**src/rtl/dram_fe_pkg.sv**
```systemverilog
package dram_fe_pkg;
  localparam int BANK_W = 2;
  localparam int NBANK  = 1 << BANK_W;

  typedef struct packed {
    logic              sel;
    logic [BANK_W-1:0] bank;
  } map_slot_t;

  typedef enum logic [2:0] {
    S_IDLE = 3'd0,
    S_ROW  = 3'd1,
    S_RAS  = 3'd2,
    S_COL  = 3'd3,
    S_CAS  = 3'd4
  } seq_state_t;
endpackage

```
**src/rtl/bank_map_regs.sv**
```systemverilog
module bank_map_regs
  import dram_fe_pkg::*;
#(
  parameter int IDX_W = 4
) (
  input  logic             clk,
  input  logic             rst_n,
  input  logic             wr_en,
  input  logic [IDX_W-1:0] wr_idx,
  input  map_slot_t        wr_slot,
  input  logic [IDX_W-1:0] rd_idx,
  output map_slot_t        rd_slot
);
  localparam int NSLOT = 1 << IDX_W;

  map_slot_t slots_q [NSLOT];

  for (genvar i = 0; i < NSLOT; i++) begin : g_slot
    localparam map_slot_t RST_VAL = (i < NBANK) ?
      map_slot_t'{sel: 1'b1, bank: BANK_W'(i)} : map_slot_t'{sel: 1'b0, bank: '0};
    always_ff @(posedge clk or negedge rst_n) begin
      if (!rst_n)
        slots_q[i] <= RST_VAL;
      else if (wr_en && (wr_idx == IDX_W'(i)))
        slots_q[i] <= wr_slot;
    end
  end

  assign rd_slot = slots_q[rd_idx];

  // a write shows up at the read port of the same slot one cycle later.
  a_r2_write_lands: assert property (@(posedge clk) disable iff (!rst_n)
    (wr_en && rd_idx == wr_idx) |=>
      ($stable(rd_idx) -> rd_slot == $past(wr_slot)));
endmodule

```
**src/rtl/strobe_decode.sv**
```systemverilog
module strobe_decode
  import dram_fe_pkg::*;
(
  input  logic              clk,
  input  logic              rst_n,
  input  logic [BANK_W-1:0] bank_i,
  input  logic              ras_en_i,
  input  logic              cas_en_i,
  output logic [NBANK-1:0]  ras_n_o,
  output logic [NBANK-1:0]  cas_n_o
);
  for (genvar b = 0; b < NBANK; b++) begin : g_bank
    always_ff @(posedge clk or negedge rst_n) begin
      if (!rst_n) begin
        ras_n_o[b] <= 1'b1;
        cas_n_o[b] <= 1'b1;
      end else begin
        ras_n_o[b] <= !(ras_en_i && bank_i == BANK_W'(b));
        cas_n_o[b] <= !(cas_en_i && bank_i == BANK_W'(b));
      end
    end
  end

  // never more than one bank strobed.
  a_r5_ras_one_bank: assert property (@(posedge clk) disable iff (!rst_n)
    $countones(~ras_n_o) <= 1);
  a_r5_cas_one_bank: assert property (@(posedge clk) disable iff (!rst_n)
    $countones(~cas_n_o) <= 1);
endmodule

```
**src/rtl/row_col_mux.sv**
```systemverilog
module row_col_mux #(
  parameter int ADDR_W = 20,
  parameter int COL_W  = 8
) (
  input  logic              clk,
  input  logic              rst_n,
  input  logic [ADDR_W-1:0] addr_i,
  input  logic              col_i,
  output logic [COL_W:0]    dram_addr_o,
  output logic              col_phase_o
);
  localparam int HI_ROW = 2 * COL_W;
  localparam int HI_COL = 2 * COL_W + 1;

  logic [COL_W:0] row_word, col_word;
  assign row_word = {addr_i[HI_ROW], addr_i[COL_W-1:0]};
  assign col_word = {addr_i[HI_COL], addr_i[2*COL_W-1:COL_W]};

  always_ff @(posedge clk or negedge rst_n) begin
    if (!rst_n) begin
      dram_addr_o <= '0;
      col_phase_o <= 1'b0;
    end else begin
      dram_addr_o <= col_i ? col_word : row_word;
      col_phase_o <= col_i;
    end
  end

  // the address bus changes only when the phase changes or a new address arrives.
  a_r7_addr_follows_phase: assert property (@(posedge clk) disable iff (!rst_n)
    ($stable(col_i) && $stable(addr_i)) |=> $stable(dram_addr_o));
endmodule

```
**src/rtl/dram_front_end.sv**
```systemverilog
module dram_front_end
  import dram_fe_pkg::*;
#(
  parameter int ADDR_W = 20,
  parameter int IDX_W  = 4,
  parameter int COL_W  = 8
) (
  input  logic              clk,
  input  logic              rst_n,
  input  logic              map_wr_en,
  input  logic [IDX_W-1:0]  map_wr_idx,
  input  logic              map_wr_sel,
  input  logic [BANK_W-1:0] map_wr_bank,
  input  logic              req_valid,
  output logic              req_ready,
  input  logic [ADDR_W-1:0] req_addr,
  output logic              mem_sel,
  output logic [BANK_W-1:0] bank_num,
  output logic              col_phase,
  output logic [COL_W:0]    dram_addr,
  output logic [NBANK-1:0]  ras_n,
  output logic [NBANK-1:0]  cas_n
);
  seq_state_t state_q, state_d;
  map_slot_t  lk_slot, wr_slot;
  logic              accept;
  logic              sel_q, sel_d;
  logic [BANK_W-1:0] bank_q, bank_d;
  logic [ADDR_W-1:0] addr_q, addr_d;
  logic              ras_en_d, cas_en_d, col_d;

  assign req_ready = (state_q == S_IDLE);
  assign accept    = req_valid && req_ready;
  assign wr_slot   = '{sel: map_wr_sel, bank: map_wr_bank};

  bank_map_regs #(.IDX_W(IDX_W)) map_i (
    .clk(clk), .rst_n(rst_n),
    .wr_en(map_wr_en), .wr_idx(map_wr_idx), .wr_slot(wr_slot),
    .rd_idx(req_addr[ADDR_W-1 -: IDX_W]), .rd_slot(lk_slot)
  );

  always_comb begin
    unique case (state_q)
      S_IDLE:  state_d = accept ? S_ROW : S_IDLE;
      S_ROW:   state_d = S_RAS;
      S_RAS:   state_d = S_COL;
      S_COL:   state_d = S_CAS;
      default: state_d = S_IDLE;
    endcase
  end

  assign sel_d  = accept ? lk_slot.sel  : sel_q;
  assign bank_d = accept ? lk_slot.bank : bank_q;
  assign addr_d = accept ? req_addr     : addr_q;

  assign ras_en_d = sel_d && (state_d == S_RAS || state_d == S_COL || state_d == S_CAS);
  assign cas_en_d = sel_d && (state_d == S_CAS);
  assign col_d    = (state_d == S_COL || state_d == S_CAS);

  always_ff @(posedge clk or negedge rst_n) begin
    if (!rst_n) begin
      state_q <= S_IDLE;
      sel_q   <= 1'b0;
      bank_q  <= '0;
      addr_q  <= '0;
      mem_sel <= 1'b0;
    end else begin
      state_q <= state_d;
      sel_q   <= sel_d;
      bank_q  <= bank_d;
      addr_q  <= addr_d;
      mem_sel <= sel_d && (state_d != S_IDLE);
    end
  end

  assign bank_num = bank_q;

  strobe_decode strobe_i (
    .clk(clk), .rst_n(rst_n),
    .bank_i(bank_d), .ras_en_i(ras_en_d), .cas_en_i(cas_en_d),
    .ras_n_o(ras_n), .cas_n_o(cas_n)
  );

  row_col_mux #(.ADDR_W(ADDR_W), .COL_W(COL_W)) mux_i (
    .clk(clk), .rst_n(rst_n),
    .addr_i(addr_d), .col_i(col_d),
    .dram_addr_o(dram_addr), .col_phase_o(col_phase)
  );

  // CAS only on a bank whose RAS is low, and only in the column phase.
  a_r6_cas_inside_ras: assert property (@(posedge clk) disable iff (!rst_n)
    ((~cas_n & ras_n) == '0) && ((cas_n == '1) || col_phase));
  // a deselected access strobes nothing.
  a_r8_quiet_when_unselected: assert property (@(posedge clk) disable iff (!rst_n)
    !mem_sel |-> (ras_n == '1 && cas_n == '1));
  // when ready for a new request, every strobe is released.
  a_r9_idle_released: assert property (@(posedge clk) disable iff (!rst_n)
    req_ready |-> (ras_n == '1 && cas_n == '1 && !col_phase));
  // a taken request makes ready drop on the next cycle.
  a_r10_busy_after_take: assert property (@(posedge clk) disable iff (!rst_n)
    (req_valid && req_ready) |=> !req_ready);
endmodule

```
**config.mk**
```make
export PLATFORM = sky130hd
export DESIGN_NAME = dram_front_end
export DESIGN_NICKNAME = d
export VERILOG_FILES = /design/src/rtl/dram_fe_pkg.sv /design/src/rtl/bank_map_regs.sv /design/src/rtl/strobe_decode.sv /design/src/rtl/row_col_mux.sv /design/src/rtl/dram_front_end.sv
export SDC_FILE = /design/constraint.sdc
export NUM_CORES = 1
export LEC_CHECK = 0
export BUFFER_PORTS_ARGS = -buffer_cell sky130_fd_sc_hd__buf_2
export CAP_MARGIN = 20
export CELL_PAD_IN_SITES_DETAIL_PLACEMENT = 0
export CELL_PAD_IN_SITES_GLOBAL_PLACEMENT = 1
export CORE_MARGIN = 3
export CORE_UTILIZATION = 48
export DETAILED_ROUTE_END_ITERATION = 10
export PLACE_DENSITY = 0.87
export SLEW_MARGIN = 20
export SYNTH_ARGS = -nofsm -noshare
export SYNTH_HDL_FRONTEND = slang
export SYNTH_HIERARCHICAL = 1
export SYNTH_SLANG_ARGS = --single-unit
```
**constraint.sdc**
```tcl
create_clock -name clk -period 2.1 [get_ports clk]
set_input_delay 0.315 -clock clk [delete_from_list [all_inputs] [get_ports clk]]
set_output_delay 0.315 -clock clk [all_outputs]
set_load 0.01 [all_outputs]
```
==> Word-level counts from Yosys, hierarchy flattened <==
Cells that the tools add are included.
Widths: inputs -> output; s select.
{ "word_totals": {"ff_bits": 91, "input_bits": 31, "output_inout_bits": 22} }
{ "classes": {"order_cmp": 1, "n_eq_ne": 24, "mux": 9, "bitwise": 1, "n_reduce_logical": 43} }
{ "op_table": {"columns": ["cell", "count"], "rows": [
  ["$eq 4x4->1 const B", 8],
  ["$logic_and 1x1->1", 28],
  ["$mux 18", 1],
  ["$eq 4x3->1 const B", 4],
  ["$bmux 3 s4", 1],
  ["$eq 3x2->1 const B", 4],
  ["$pmux 3 s4", 1],
  ["$mux 9", 1],
  ["$eq 4x2->1 const B", 2],
  ["$logic_not 1->1", 8],
  ["$mux 3", 2],
  ["$ge 5x5->1 const B", 1],
  ["$not 4->5", 1],
  ["$eq 2x2->1 const B", 2],
  ["$eq 4x1->1 const B", 1],
  ["$logic_not 4->1", 1],
  ["$eq 3x1->1 const B", 1],
  ["$eq 3x3->1 const B", 1],
  ["$logic_not 3->1", 1],
  ["$logic_or 1x1->1", 3],
  ["$reduce_bool 3->1", 1],
  ["$eq 2x1->1 const B", 1],
  ["$logic_not 2->1", 1],
  ["$mux 1", 2],
  ["$mux 2", 1]
]} }

==> Depth between registers and ports, before layout <==
Gate-level depths: netlist of the first run.
{ "logic_depth": {"ltp_word": 10, "ltp_mapped": 6, "ltp_nobuf": 5} }

==> By module <==
The synthesis of the first run kept the hierarchy.
{ "by_module_without_submodules": {"columns": ["module", "n_inst", "cells_per_inst", "area_per_inst_um2", "seq_area_each_um2"], "rows": [
  ["bank_map_regs", 1, 152, 2292.2, 1211.2],
  ["dram_front_end", 1, 68, 1079.8, 675.6],
  ["row_col_mux", 1, 20, 396.6, 250.2],
  ["strobe_decode", 1, 16, 267.8, 210.2]
]} }

==> Least setup slack after synthesis of the first run <==
No wires, ideal clock.
{ "synth_path": {"path_type": "input to register", "start": "input req_addr[17]", "end": "register strobe_i.cas_n_o[0]", "arrival_ns": 1.847, "required_ns": 2.012, "setup_slack_ns": 0.164, "cell_stages": 6, "path_buffers": 1, "cell_sequence": "clkbuf_1 -> mux4_2 -> a22oi_2 -> nand3_1 -> mux2_2 -> or3b_1"} }
{ "synth_lines": {"columns": ["item", "line", "rtl"], "rows": [
  ["from (decl)", "dram_front_end.sv:16", "input logic [ADDR_W-1:0] req_addr,"],
  ["to (signal, indexed assignment)", "strobe_decode.sv:19", "cas_n_o[b] <= !(cas_en_i && bank_i == BANK_W'(b));"],
  ["to (decl)", "strobe_decode.sv:10", "output logic [NBANK-1:0] cas_n_o"]
]} }

==> impl_metrics.env, run 1 <==
export IMPL_drt_iter0_drc=80
export IMPL_ant_nets=0
export IMPL_drc=0
export IMPL_syn_nets=283
export IMPL_arrival_ns=2.22
export IMPL_cts_tree="built"
export IMPL_drv_cap=0
export IMPL_finalCriticalPeriod_ns=1.95
export IMPL_powerDensity_nw_per_um2=1260
export IMPL_drive_gt1_frac=0.561
export IMPL_vias_per_cell=5.38
export IMPL_cp_max_fo=5
export IMPL_grt_pass1_wl_um=12300
export IMPL_cts_root_buf="clkbuf_8"
export IMPL_dp_hpwl_um=5350
export IMPL_holdWs_ns=0.207
export IMPL_grtUsageTotal=0.165
export IMPL_cts_max_level=3
export IMPL_path_clk_slew_ns=0.09
export IMPL_cts_buffer_depth=2
export IMPL_max_stage_delay_ns=0.48
export IMPL_critPathSlowestCell="mux4_1"
export IMPL_wl_per_cell_um=17.1
export IMPL_rows=32
export IMPL_area_delta_synth_final_pct=18.1
export IMPL_crit_chain="mux4_1, a22oi_1, nand3_1, mux2_2, or3b_1"
export IMPL_finalSetupViolCount=0
export IMPL_crit_type="reg2reg"
export IMPL_finalSetupTns_ns=0
export IMPL_avgSynthCellArea_um2=15.7
export IMPL_hold_path_class="in2reg"
export IMPL_slew_viol_final=0
export IMPL_worstMarginPinSlew_ns=0.501
export IMPL_final_cells=428
export IMPL_cts_resized=0
export IMPL_nNetsFinal=352
export IMPL_cts_sinks=91
export IMPL_max_vdd_ir_drop_v=0.000553
export IMPL_gp_congestion=0.795
export IMPL_die_y_um=96.9
export IMPL_max_slew_margin=0.666
export IMPL_power_share_switching=0.268
export IMPL_pwr_share_comb=0.297
export IMPL_via_count=2303
export IMPL_clockPowerShare=0.259
export IMPL_grt_pass1_vias=2353
export IMPL_start_kind="flop"
export IMPL_netlist_area_um2=3960
export IMPL_die_area_um2=9380
export IMPL_antenna_found_initial=0
export IMPL_cts_made_buffers=9
export IMPL_timing_final_crit_share=0.930
export IMPL_ys_warn_count=6
export IMPL_routed_wl_um=7310
export IMPL_die_x_um=96.9
export IMPL_overflow=0
export IMPL_fmax_mhz=512
export IMPL_clk_insertion_delay_late_ns=0.35
export IMPL_p_leak_nw=2.08
export IMPL_firstDrtPassIters=4
export IMPL_switchingPower_mw=1.58
export IMPL_endpoint_kind="flop"
export IMPL_finClkSkew_ns=0.0123
export IMPL_portBuffers=52
export IMPL_p_int_mw=4.33
export IMPL_dp_cells=411
export IMPL_rsz0062_at_grt="no"
export IMPL_hold_viol_final=0
export IMPL_initial_core_util=0.503
export IMPL_syn_inst=252
export IMPL_status="finished, final reports clean"
export IMPL_grt_max_degree=42
export IMPL_ios=53
export IMPL_coreArea_um2=7890
export IMPL_worstPathRequired_ns=2.37
export IMPL_antenna_diode_count=0
export IMPL_power_frac_seq=0.445
## layout by cell type (no fill, tap or decap), types with 8 or more instances in the layout
master	count
buf_2	51
buf_4	15
clkbuf_8	9
dfrtp_1	75
dfstp_2	16
mux2_2	68
mux2_4	9
mux4_1	8
nand3_1	9
nor2_1	14
## per-stage QoR
step | utilization | total power, mW | area [µm²] | setup slack, ns
final | 0.593 | 5.91 | 4680 | 0.148
after global routing | 0.593 | 6.24 | 4680 | 0.0557
after CTS | 0.593 | 5.98 | 4680 | 0.133
after detailed placement | 0.558 | 4.44 | 4400 | -0.100
after global placement | 0.558 | 4.35 | 4400 | -0.0591
after floorplan | - | 3.89 | 3960 | 0.164
## sequential cells by signal, summed over array words and instances (netlist names)
name and cells:
mux_i/col_phase_o 1, mux_i/dram_addr_o 9, mem_sel 1, sel_q 1
map_i/slots_q 48, state_q 3, addr_q 18, bank_num 2
strobe_i/ras_n_o 4, strobe_i/cas_n_o 4
## power by group through the flow
stage | clock [mW] | combinational [mW] | sequential (mW)
final | 1.53 | 1.75 | 2.63
after global routing | 1.63 | 1.91 | 2.69
after CTS | 1.56 | 1.78 | 2.64
after detailed placement | 0 | 1.77 | 2.67
after global placement | 0 | 1.71 | 2.63
after floorplan | 0 | 1.26 | 2.63
## final timing paths
path,startpoint,endpoint,slack [ns],cells past startpoint
max,map_i/slots_q[39],strobe_i/cas_n_o[0],0.15,5
min,req_addr[4],addr_q[4],0.21,2
max reg2reg,map_i/slots_q[39],strobe_i/cas_n_o[0],0.15,5
min reg2reg,addr_q[2],addr_q[2],0.49,1
max in group asynchronous,rst_n,map_i/slots_q[44],0.97,3
min in group asynchronous,rst_n,state_q[2],0.47,2
## repair_timing
action	in CTS	in global routing
hold endpoints to repair	27	0
setup buffers	0	0
hold buffers	1	0
## worst max-delay path: cells and delay by family (launching register included)
kind,cells,cell delay [ns]
mux,2,0.79
flops,1,0.38
simple gates,2,0.48
compound gates,1,0.22
## metal layers
layer | global-route usage | vias to the layer above | routed length, µm | share of wire
met5 | 0 | - | 0 | 0
li1 | - | 1060 | - | -
met4 | 0.0551 | 0 | 91 | 0.012
met1 | 0.234 | 1165 | 3490 | 0.48
met2 | 0.254 | 70 | 3380 | 0.46
met3 | 0.0353 | 8 | 346 | 0.047
## cell type report
type | instances | area (µm²)
flip-flops and latches | 91 | 2300
clock buffers | 9 | 124
well taps | 102 | 128
repair buffers | 68 | 398
fillers | 660 | 3210
multi-input cells | 151 | 1590
clock inverters | 7 | 145
Note: power is estimated with default switching activity, not from simulation.
==> inputs of run 2 (changes only) <==
Settings changed: ABC_AREA set to 1, CORE_UTILIZATION 48 to 43, CTS_CLUSTER_DIAMETER set to 40, SKIP_LAST_GASP set to 1.
==> impl_metrics.env, run 2 <==
export IMPL_status="finished, final reports clean"
export IMPL_path_clk_slew_ns=0.10
export IMPL_grt_max_degree=45
export IMPL_multi_input_area_um2=1460
export IMPL_finalSetupTns_ns=0
export IMPL_fillers=937
export IMPL_rows=35
export IMPL_setup_slack_ns=0.353
export IMPL_pre_cts_ws_ns=0.272
export IMPL_wl_per_cell_um=12.9
export IMPL_regArea_um2=2300
export IMPL_drc=0
export IMPL_die_area_um2=10900
export IMPL_netlist_area_um2=4150
export IMPL_worstHoldStart="req_addr[2]"
export IMPL_grtUsageMet2=0.271
export IMPL_crit_start="state_q[1]"
export IMPL_routed_wl_um=8880
export IMPL_portBuffers=52
export IMPL_clk_insertion_delay_late_ns=0.36
export IMPL_slew_viol_final=0
export IMPL_max_slew_margin=0.629
export IMPL_crit_type="reg2reg"
export IMPL_finalSetupViolCount=0
export IMPL_hold_viol_final=0
export IMPL_drive_gt1_frac=0.215
export IMPL_regMostFlops="map_i/slots_q"
export IMPL_r2r_start="state_q[1]"
export IMPL_overflow=0
export IMPL_dp_hpwl_um=6360
export IMPL_met3_usage=0.0242
export IMPL_total_power_mw=5.36
export IMPL_area_delta_synth_final_pct=14.3
export IMPL_cts_root_buf="clkbuf_8"
export IMPL_gp_congestion=0.912
export IMPL_largestRegisters="map_i/slots_q (48), addr_q (18), mux_i/dram_addr_o (9)"
export IMPL_endpoint_kind="flop"
export IMPL_ant_nets=0
export IMPL_cts_max_level=3
export IMPL_syn_inst=497
export IMPL_cts_buffer_depth=2
export IMPL_worstMarginPinSlew_ns=0.556
export IMPL_post_cts_buffers=0
export IMPL_cts_made_buffers=9
export IMPL_cts_hold_buf=1
export IMPL_hold_path_class="in2reg"
export IMPL_die_y_um=104
export IMPL_antenna_diode_count=0
export IMPL_fmax_mhz=572
export IMPL_worstPathRequired_ns=2.40
export IMPL_ios=53
export IMPL_coreArea_um2=9330
export IMPL_finalCriticalPeriod_ns=1.75
export IMPL_finClkSkew_ns=0.0116
export IMPL_use_met1=0.247
export IMPL_nNetsFinal=585
export IMPL_rsz0062_at_grt="no"
export IMPL_largest_reg_flops=48
export IMPL_avgSynthCellArea_um2=8.35
export IMPL_antenna_found_initial=0
export IMPL_grt_pass1_wl_um=15200
export IMPL_max_vdd_ir_drop_v=0.000504
export IMPL_arrival_ns=2.04
export IMPL_grt_pass1_vias=3163
export IMPL_powerDensity_nw_per_um2=1130
export IMPL_p_leak_nw=2.48
export IMPL_vias_per_cell=4.65
export IMPL_initial_core_util=0.445
export IMPL_via_count=3199
export IMPL_die_x_um=104
export IMPL_timing_final_crit_share=0.832
export IMPL_grt_busiest_layer="met2"
export IMPL_drv_cap=0
export IMPL_ys_warn_count=6
export IMPL_cp_max_fo=37
export IMPL_cts_resized=0
export IMPL_firstDrtPassIters=4
export IMPL_cts_sinks=91
export IMPL_start_kind="flop"
export IMPL_layout_common_cells="nand2_1 (184), inv_1 (77), dfrtp_1 (75)"
export IMPL_layout_commonest_cell="nand2_1"
export IMPL_grtUsageTotal=0.172
export IMPL_drt_iter0_drc=138
export IMPL_cts_tree="built"
export IMPL_syn_nets=528
[run 2: power breakdown]
part / leakage, nW / switching [mW] / internal, mW / total, mW
sequential: 1.11 / 0.226 / 2.33 / 2.55
clock: 0.0962 / 0.661 / 0.489 / 1.15
combinational: 1.28 / 1.06 / 0.602 / 1.66
total: 2.48 / 1.94 / 3.42 / 5.36
[run 2: worst paths after layout]
path | to | slack [ns] | cells past startpoint
setup reg to reg | strobe_i/ras_n_o[1] | 0.35 | 5
max in group asynchronous | map_i/slots_q[37] | 1.04 | 3
setup / recovery | strobe_i/ras_n_o[1] | 0.35 | 5
hold reg to reg | addr_q[12] | 0.48 | 2
hold / removal | addr_q[2] | 0.20 | 3
min in group asynchronous | state_q[1] | 0.43 | 2
[run 2: cell type report]
| class | count | share of cell area |
|---|---|---|
| multi-input cells | 312 | 0.307 |
| well taps | 129 | 0.0340 |
| inverters | 79 | 0.0625 |
| repair buffers | 61 | 0.0727 |
| clock buffers | 10 | 0.0290 |
| clock inverters | 6 | 0.0113 |
| flip-flops and latches | 91 | 0.484 |
[run 2: metrics by stage]
stage               instances  utilization  area [µm²]  hold WS (ns)
floorplan                 497            -        4150        0.0194
global placement          671        0.487        4550         0.272
detailed placement        671        0.487        4550         0.276
CTS                       688        0.509        4750         0.184
global route              688        0.509        4750         0.184
finish                    688        0.509        4750         0.199
[run 2: worst max-delay path, stage by stage (launching register included)]
cell and delay (ns):
dfrtp_1 0.45, nor2_4 0.17, nand3_4 0.40, o21ai_2 0.47, inv_1 0.10, nand3_1 0.09
[run 2: layer usage]
metal,share of wire,vias up,wire length (µm)
met5,0,-,0
met3,0.028,7,249
met1,0.50,1501,4440
met2,0.46,47,4110
met4,0.0086,0,76
li1,-,1644,-
==> inputs of run 3 (changes only) <==
Settings changed: ABC_AREA 1 to 0, CORE_UTILIZATION 43 to 48.
Clock period 2.1 ns to 1.8 ns, I/O delays scaled along.
==> impl_metrics.env, run 3 (synthesis gave the netlist of run 1 again) <==
export IMPL_status="finished with violations"
export IMPL_violations="negative setup slack"
export IMPL_hold_path_class="in2reg"
export IMPL_p_int_mw=4.87
export IMPL_final_cells=432
export IMPL_ant_nets=0
export IMPL_clockPowerShare=0.222
export IMPL_power_frac_seq=0.450
export IMPL_gp_congestion=0.810
export IMPL_endpoint_kind="flop"
export IMPL_setup_slack_ns=-0.0678
export IMPL_holdWs_ns=0.157
export IMPL_fillers=607
export IMPL_layout_commonest_cell="dfrtp_1"
export IMPL_layout_common_cells="dfrtp_1 (75), mux2_2 (66), buf_2 (51)"
export IMPL_clk_insertion_delay_late_ns=0.35
export IMPL_largest_reg_flops=48
export IMPL_max_stage_delay_ns=0.47
export IMPL_fmax_mhz=535
export IMPL_critPathSlowestCell="mux4_2"
export IMPL_worstPathRequired_ns=2.07
export IMPL_finalCriticalPeriod_ns=1.87
export IMPL_largestRegisters="map_i/slots_q (48), addr_q (18), mux_i/dram_addr_o (9)"
export IMPL_antenna_found_initial=0
export IMPL_finalSetupViolCount=3
export IMPL_cp_max_fo=4
export IMPL_p_leak_nw=2.09
export IMPL_drt_iter0_drc=46
export IMPL_crit_chain="mux4_2, a22oi_2, nand3_1, mux2_4, or3b_1"
export IMPL_drv_cap=0
export IMPL_min_path_cells=2
export IMPL_worstHoldStart="req_addr[7]"
export IMPL_drive_gt1_frac=0.573
export IMPL_area_delta_synth_final_pct=19.3
export IMPL_regMostFlops="map_i/slots_q"
export IMPL_drc=0
export IMPL_powerDensity_nw_per_um2=1440
export IMPL_slew_viol_final=0
export IMPL_pre_cts_ws_ns=-0.388
export IMPL_rows=32
export IMPL_grtUsageTotal=0.169
export IMPL_firstDrtPassIters=4
export IMPL_cts_max_level=3
export IMPL_multi_input_area_um2=1600
export IMPL_max_vdd_ir_drop_v=0.000537
export IMPL_r2r_end="strobe_i/ras_n_o[0]"
export IMPL_r2r_start="map_i/slots_q[39]"
export IMPL_placed_cell_area_um2=4430
export IMPL_pwr_share_comb=0.328
export IMPL_arrival_ns=2.14
export IMPL_coreArea_um2=7890
export IMPL_worstMarginPinSlew_ns=0.497
export IMPL_total_power_mw=6.79
export IMPL_path_buf_inv=0
export IMPL_switchingPower_mw=1.92
export IMPL_die_area_um2=9380
export IMPL_portBuffers=52
export IMPL_vias_per_cell=5.47
export IMPL_cts_tree="built"
export IMPL_timing_final_crit_share=1.04
export IMPL_holdPathEnd="addr_q[7]"
export IMPL_grt_max_degree=36
export IMPL_wl_per_cell_um=17.9
export IMPL_grt_pass1_vias=2399
export IMPL_dp_cells=411
export IMPL_path_delay_family="multiplexers"
export IMPL_path_clk_slew_ns=0.09
export IMPL_utilization=0.599
export IMPL_regArea_um2=2300
export IMPL_power_share_switching=0.283
export IMPL_cts_root_buf="clkbuf_8"
export IMPL_initial_core_util=0.503
export IMPL_ios=53
export IMPL_crit_type="reg2reg"
export IMPL_cts_sinks=91
export IMPL_routed_wl_um=7750
export IMPL_ff2ff_path_depth=5
export IMPL_r2r_setup_slack_ns=-0.07
export IMPL_rsz0062_at_grt="yes"
export IMPL_cts_made_buffers=9
export IMPL_design_area_um2=4730
export IMPL_nNetsFinal=356
export IMPL_max_slew_margin=0.668
export IMPL_cts_buffer_depth=2
export IMPL_dp_hpwl_um=5420
export IMPL_overflow=0
export IMPL_via_count=2365
export IMPL_finalSetupTns_ns=-0.125
export IMPL_finClkSkew_ns=0.00829
export IMPL_grt_pass1_wl_um=12500
export IMPL_start_kind="flop"
export IMPL_die_y_um=96.9
export IMPL_antenna_diode_count=0
export IMPL_die_x_um=96.9
export IMPL_hold_viol_final=0
## run 3: area by class of cell
type                       count  share of cell area
timing repair buffer          72               0.102
clock buffer                   9              0.0262
clock inverter                 7              0.0212
multi-input combinational    151               0.338
tap                          102              0.0270
sequential                    91               0.486
## run 3: power by group through the flow
| stage | combinational (mW) | sequential [mW] | clock, mW |
|---|---|---|---|
| floorplan | 1.50 | 3.07 | 0 |
| global placement | 2.04 | 3.05 | 0 |
| detailed placement | 2.12 | 3.09 | 0 |
| CTS | 2.15 | 3.05 | 1.54 |
| global route | 2.41 | 3.13 | 1.64 |
| finish | 2.23 | 3.05 | 1.51 |
## run 3: metal layers
layer	GRT usage	share of wire	vias up
li1	-	-	1074
met1	0.243	0.47	1221
met2	0.249	0.48	60
met3	0.0497	0.037	10
met4	0.0540	0.011	0
met5	0	0	-
## run 3: repair_timing
action	4_1_cts	5_1_grt
resized for setup	3	1
pin swaps	2	1
setup endpoints to repair	6	8
gates cloned	0	2
hold endpoints to repair	19	0
setup buffers	0	2
hold buffers	1	0
## run 3: worst max-delay path by stage
stage	from	end	slack (ns)	cells past startpoint
after floorplan	state_q[1]	strobe_i/cas_n_o[0]	-0.05	5
after global placement	req_addr[16]	strobe_i/cas_n_o[0]	-0.32	7
after detailed placement	req_addr[16]	strobe_i/ras_n_o[0]	-0.39	7
after CTS	map_i/slots_q[39]	strobe_i/ras_n_o[0]	-0.07	5
after global routing	map_i/slots_q[45]	strobe_i/ras_n_o[0]	-0.15	5
final	map_i/slots_q[39]	strobe_i/ras_n_o[0]	-0.07	5
